$ cat src/rtl/lsx_pkg.sv
package lsx_pkg;
  localparam int unsigned XLEN_D = 32;
  localparam int unsigned AW_D   = 20;
  localparam int unsigned RW_D   = 4;

  typedef enum logic [3:0] {
    OP_MUL  = 4'd0,
    OP_ADD  = 4'd1,
    OP_AND  = 4'd2,
    OP_OR   = 4'd3,
    OP_LOAD = 4'd4,
    OP_RET  = 4'd15
  } op_e;

  typedef enum logic [1:0] {
    ST_FETCH = 2'd0,
    ST_EXEC  = 2'd1,
    ST_LOAD  = 2'd2,
    ST_HALT  = 2'd3
  } state_e;
endpackage

$ cat src/rtl/lsx_decode.sv
module lsx_decode
  import lsx_pkg::*;
#(
  parameter int unsigned XLEN = XLEN_D,
  parameter int unsigned AW   = AW_D,
  parameter int unsigned RW   = RW_D,
  localparam int unsigned ILEN = 3 * RW + AW
) (
  input  logic [ILEN-1:0] instr,
  output logic [RW-1:0]   dst,
  output op_e             op,
  output logic [RW-1:0]   src,
  output logic [XLEN-1:0] imm_ext
);
  logic [AW-1:0] field;

  // Field order is fixed: destination, operation, source, operand
  assign dst   = instr[ILEN-1 -: RW];
  assign op    = op_e'(instr[ILEN-RW-1 -: 4]);
  assign src   = instr[AW +: RW];
  assign field = instr[AW-1:0];

  // Two's-complement widening of the operand
  assign imm_ext = {{(XLEN-AW){field[AW-1]}}, field};
endmodule

$ cat src/rtl/lsx_alu.sv
module lsx_alu
  import lsx_pkg::*;
#(
  parameter int unsigned XLEN = XLEN_D
) (
  input  op_e             op,
  input  logic [XLEN-1:0] a,
  input  logic [XLEN-1:0] b,
  output logic [XLEN-1:0] result,
  output logic            writes
);
  always_comb begin
    writes = 1'b1;
    result = '0;
    case (op)
      OP_MUL:  result = a * b;
      OP_ADD:  result = a + b;
      OP_AND:  result = a & b;
      OP_OR:   result = a | b;
      default: writes = 1'b0;
    endcase
  end
endmodule

$ cat src/rtl/lsx_regfile.sv
module lsx_regfile #(
  parameter int unsigned XLEN = 32,
  parameter int unsigned RW   = 4,
  localparam int unsigned NREG = 1 << RW
) (
  input  logic            clk,
  input  logic            rst_n,
  input  logic            we,
  input  logic [RW-1:0]   waddr,
  input  logic [XLEN-1:0] wdata,
  input  logic [RW-1:0]   ra,
  output logic [XLEN-1:0] rdata,
  input  logic [RW-1:0]   rb,
  output logic [XLEN-1:0] rbdata
);
  logic [XLEN-1:0] regs [NREG];

  for (genvar g = 0; g < NREG; g++) begin : gen_reg
    logic [XLEN-1:0] q;
    always_ff @(posedge clk or negedge rst_n) begin
      if (!rst_n)                          q <= '0;
      else if (we && waddr == RW'(g))      q <= wdata;
    end
    assign regs[g] = q;
  end

  assign rdata  = regs[ra];
  assign rbdata = regs[rb];

  AST_WRITE_LANDS: assert property (@(posedge clk) disable iff (!rst_n)
    we |=> regs[$past(waddr)] == $past(wdata));
endmodule

$ cat src/rtl/lsx_core.sv
module lsx_core
  import lsx_pkg::*;
#(
  parameter int unsigned XLEN = XLEN_D,
  parameter int unsigned AW   = AW_D,
  parameter int unsigned RW   = RW_D,
  localparam int unsigned ILEN = 3 * RW + AW
) (
  input  logic            clk,
  input  logic            rst_n,
  output logic            imem_req,
  output logic [AW-1:0]   imem_addr,
  input  logic [ILEN-1:0] imem_rdata,
  output logic            dmem_req,
  output logic [AW-1:0]   dmem_addr,
  input  logic [XLEN-1:0] dmem_rdata,
  output logic            halted,
  input  logic [RW-1:0]   dbg_sel,
  output logic [XLEN-1:0] dbg_data
);
  state_e          state, state_nx;
  logic [AW-1:0]   pc;
  logic [RW-1:0]   dst, src, load_dst;
  op_e             op;
  logic [XLEN-1:0] imm_ext, src_val, alu_out, wdata;
  logic            alu_wr, we, advance;
  logic [RW-1:0]   waddr;

  lsx_decode #(.XLEN(XLEN), .AW(AW), .RW(RW)) u_dec (
    .instr(imem_rdata), .dst(dst), .op(op), .src(src), .imm_ext(imm_ext)
  );

  lsx_alu #(.XLEN(XLEN)) u_alu (
    .op(op), .a(src_val), .b(imm_ext), .result(alu_out), .writes(alu_wr)
  );

  lsx_regfile #(.XLEN(XLEN), .RW(RW)) u_rf (
    .clk(clk), .rst_n(rst_n), .we(we), .waddr(waddr), .wdata(wdata),
    .ra(src), .rdata(src_val), .rb(dbg_sel), .rbdata(dbg_data)
  );

  always_comb begin
    state_nx = state;
    we       = 1'b0;
    waddr    = dst;
    wdata    = alu_out;
    advance  = 1'b0;
    case (state)
      ST_FETCH: state_nx = ST_EXEC;
      ST_EXEC: begin
        if (op == OP_RET) begin
          state_nx = ST_HALT;
        end else if (op == OP_LOAD) begin
          state_nx = ST_LOAD;
        end else begin
          we       = alu_wr;
          advance  = 1'b1;
          state_nx = ST_FETCH;
        end
      end
      ST_LOAD: begin
        we       = 1'b1;
        waddr    = load_dst;
        wdata    = dmem_rdata;
        advance  = 1'b1;
        state_nx = ST_FETCH;
      end
      default: state_nx = ST_HALT;
    endcase
  end

  always_ff @(posedge clk or negedge rst_n) begin
    if (!rst_n) begin
      state    <= ST_FETCH;
      pc       <= '0;
      load_dst <= '0;
    end else begin
      state <= state_nx;
      if (advance) pc <= pc + 1'b1;
      if (state == ST_EXEC) load_dst <= dst;
    end
  end

  assign imem_req  = (state == ST_FETCH);
  assign imem_addr = pc;
  assign dmem_req  = (state == ST_EXEC) && (op == OP_LOAD);
  assign dmem_addr = src_val[AW-1:0];
  assign halted    = (state == ST_HALT);

  // Checker-side fetch tracking
  logic [AW-1:0] last_fetch;
  logic          seen_fetch;
  always_ff @(posedge clk or negedge rst_n) begin
    if (!rst_n) begin
      last_fetch <= '0;
      seen_fetch <= 1'b0;
    end else if (imem_req) begin
      last_fetch <= imem_addr;
      seen_fetch <= 1'b1;
    end
  end

  AST_HALT_STICKY: assert property (@(posedge clk) disable iff (!rst_n)
    halted |=> halted);
  AST_QUIET_HALTED: assert property (@(posedge clk) disable iff (!rst_n)
    halted |-> !imem_req && !dmem_req);
  AST_LOAD_WB_GAP: assert property (@(posedge clk) disable iff (!rst_n)
    dmem_req |=> !imem_req && !dmem_req);
  AST_FETCH_STEP: assert property (@(posedge clk) disable iff (!rst_n)
    (imem_req && seen_fetch) |-> imem_addr == AW'(last_fetch + 1'b1));
  AST_ONE_PORT: assert property (@(posedge clk) disable iff (!rst_n)
    !(imem_req && dmem_req));
endmodule

$ cat config.mk
export PLATFORM = sky130hd
export DESIGN_NAME = lsx_core
export DESIGN_NICKNAME = d
export VERILOG_FILES = /design/src/rtl/lsx_pkg.sv /design/src/rtl/lsx_decode.sv /design/src/rtl/lsx_alu.sv /design/src/rtl/lsx_regfile.sv /design/src/rtl/lsx_core.sv
export SDC_FILE = /design/constraint.sdc
export NUM_CORES = 2
export LEC_CHECK = 0
export BUFFER_PORTS_ARGS = -buffer_cell sky130_fd_sc_hd__buf_2
export CORE_AREA = 2 2 337 339
export CTS_BUF_LIST = sky130_fd_sc_hd__clkbuf_2 sky130_fd_sc_hd__clkbuf_4 sky130_fd_sc_hd__clkbuf_8
export DETAILED_ROUTE_END_ITERATION = 8
export DIE_AREA = 0 0 339 341
export PLACE_DENSITY = 0.66
export SLEW_MARGIN = 20
export SYNTH_ARGS = -nofsm -noshare
export SYNTH_HDL_FRONTEND = slang
export SYNTH_SLANG_ARGS = --single-unit
$ cat constraint.sdc
create_clock -name clk -period 8.9 [get_ports clk]
set_input_delay 1.335 -clock clk [delete_from_list [all_inputs] [get_ports clk]]
set_output_delay 1.335 -clock clk [all_outputs]
set_load 0.005 [all_outputs]
==> run_results.csv <==
group,metric,value,unit
timing,fin_setup_tns,0,ns
timing,timing.slew.headroom,0.111,
timing,slew_viol_final,0,
place,gp_congestion,0.981,
logic_synthesis,synth_seq_cells,538,
grt,grt_pass1_vias,36200,
timing,period_share,0.979,
pwr,ir_drop,225,uV
grt,antenna_found_initial,6,
logic_synthesis,syn_inst,4316,
die,die_h,341,um
worst_setup_path,r2r_slack,0.76,ns
clocking,cts_num_sinks,538,
clocking,cts_tree,"yes",
layout,fill_cells,10300,
worst_setup_path,cp_data_arrival_time,9.27,ns
layout,final_cell_mix,"640 x nand2_1, 538 x dfrtp_1, 501 x inv_1, 381 x nor2_1, 358 x o21ai_0",
worst_setup_path,start_kind,"input port",
grt,grt_overflow_total,0,
logic_synthesis,ys_types,77,
timing,rsz0062_at_grt,"true",
die,rows,123,
clocking,cts_root_buf,"clkbuf_8",
worst_setup_path,worst-path-buf-inv,11,
pwr,p_leak,24.0,nW
worst_hold_path,hold_path.class,"flop to flop",
worst_setup_path,crit_top_cell,"fa_1",
clocking,h-tree-depth,3,
logic_synthesis,synth-edff-count,0,
layout,drive_gt1_frac,0.254,
die,die_w,339,um
drt,vias,35200,
drt,routedWlPerCell,24.2,um
grt,grt_start_max_net_pins,122,
drt,drc_errors,0,
layout,nets,5195,
run_status,status,"complete, no violations",
timing,max_freq,115,MHz
logic_synthesis,ys_warn_count,0,
logic_synthesis,syn_area,44400,um2
layout,fin_area,51200,um2
timing,period_minus_slack,8.72,ns
place,hpwl,108000,um
place,dpl_cell_area,49100,um2
drt,antenna_left,0,
logic_synthesis,ys.flop_type,"dfrtp_1",
drt,routed_via_density,5.72,
grt,gr-usage-all-layers,0.258,
pwr,total_power,11.0,mW
logic_synthesis,syn-num-nets,4918,
logic_synthesis,synth_seq_area_share,0.303,
die,ioPinCount,145,
clocking,clk_latency,0.71,ns
timing,clock_skew,0.0426,ns
worst_setup_path,critPathSlowestCell,"mux4_2",
worst_setup_path,crit_fanout,8,
worst_setup_path,critPathKind,"input port to flop",
worst_setup_path,crit_required,9.46,ns
die,dieArea,116000,um2
layout,final_common_cell,"nand2_1",
die,core_area,112000,um2
job,cap_violations,0,
timing,hold_viol,0,
place,port_buffers,144,
timing,worst_slew_pin_slew,1.33,ns
logic_synthesis,async_flop_share,1.00,
clocking,numCtsBuffers,82,
die,start_util,0.397,
clocking,cts_hold_buf,0,
worst_setup_path,cpLargestDelayFamily,"adder cells",
drt,drtIter0Drc,3649,
logic_synthesis,avgSynthCellArea,10.3,um2
pwr,power_density,214,nW/um2
clocking,path_clk_slew,0.06,ns
layout,area_delta_synth_final,15.4,%
timing,setup_viol,0,
worst_setup_path,critPathMaxStageDelay,0.61,ns
drt,dr.pass1.iters,7,
drt,routed_wl,149000,um
worst_setup_path,end_kind,"flop",
grt,grt_pass1_wl,227000,um
timing,hold_slack,0.472,ns
clocking,cts_buffer_depth,3,
==> kinds of logic after synthesis <==
logic type	count (synthesis)	share of synthesized area
and+or+nand+nor	1161	0.104
buffers and inverters	827	0.0727
AOI/OAI and AO/OA	676	0.0897
DFF	538	0.303
adders and majority gates	532	0.210
muxes	492	0.202
xor gates and xnor gates	90	0.0184
==> metrics by stage <==
step | setup slack (ns) | cells | utilization
detailed placement | -0.692 | 5997 | 0.438
floorplan | -0.310 | 4316 | -
CTS | 0.0514 | 6141 | 0.454
global route | -0.0284 | 6155 | 0.458
finish | 0.185 | 6155 | 0.458
global placement | -0.648 | 5996 | 0.438
==> flip-flops by register name, summed over array words and instances, names as in the netlist <==
signal / cells
imem_addr: 20
load_dst: 4
u_rf.gen.q: 512
state: 2
==> power by group <==
group / internal, mW / switching, mW / leakage (nW) / total [mW]
combinational: 2.54 / 3.11 / 15.6 / 5.65
sequential: 2.78 / 0.274 / 7.43 / 3.06
clock: 1.24 / 1.01 / 0.954 / 2.25
==> what timing repair did <==
| action | 4_1_cts | 5_1_grt |
|---|---|---|
| endpoints found under the setup margin | 0 | 202 |
| setup buffers | 0 | 9 |
| resized for setup | 0 | 41 |
==> final cells by class <==
| class | count | area, um2 | area share |
|---|---|---|---|
| clock inverters | 16 | 171 | 0.00335 |
| flip-flops and latches | 538 | 13500 | 0.263 |
| repair buffers | 494 | 3900 | 0.0762 |
| diodes | 2 | 5.00 | 0.0000977 |
| multi-input cells | 2951 | 28200 | 0.550 |
| inverters | 526 | 2000 | 0.0389 |
| well taps | 1500 | 1880 | 0.0366 |
| clock buffers | 128 | 1620 | 0.0316 |
==> per-layer routing <==
metal,track usage,share of wire,up-vias
met5,0,0.00018,-
met2,0.400,0.45,1864
li1,-,-,15000
met3,0.0588,0.10,375
met1,0.350,0.40,17900
met4,0.112,0.048,4
==> final timing paths <==
check | cells after the start | from | end
max in group asynchronous | 3 | rst_n | u_rf.gen_reg[11].q[26]$_DFFE_PN0P_
min in group asynchronous | 1 | rst_n | u_rf.gen_reg[11].q[14]$_DFFE_PN0P_
max | 32 | imem_rdata[20] | u_rf.gen_reg[12].q[20]$_DFFE_PN0P_
min reg2reg | 1 | imem_addr[19]$_DFFE_PN0P_ | imem_addr[19]$_DFFE_PN0P_
max reg2reg | 30 | u_rf.gen_reg[0].q[5]$_DFFE_PN0P_ | u_rf.gen_reg[12].q[20]$_DFFE_PN0P_
min | 1 | imem_addr[19]$_DFFE_PN0P_ | imem_addr[19]$_DFFE_PN0P_
==> cell usage after synthesis, drive strengths merged, types with 7 or more instances <==
cell type  instances  share of area
and3              16         0.0024
or2                7        0.00099
nand4             11         0.0016
a22oi             12         0.0020
nand3             22         0.0025
mux4             306           0.16
mux2i             65          0.015
o22ai              8         0.0011
o31ai             21         0.0036
a21oi            104          0.013
o21ai            381          0.043
o21a              13         0.0022
buf               55         0.0074
xor2              26         0.0053
nand2            658          0.056
o211ai             9         0.0015
a211oi            13         0.0022
nor2b              9         0.0013
ha               177          0.050
inv              521          0.044
a31oi             12         0.0017
nand3b             7         0.0012
mux2             121          0.031
xnor2             63          0.013
a21o              33         0.0056
nand2b            10         0.0014
nor3              15         0.0017
dfrtp            538           0.30
a41oi             20         0.0039
nor2             390          0.033
fa               355           0.16
clkbuf           246          0.021
(Power assumes the default switching activity.)
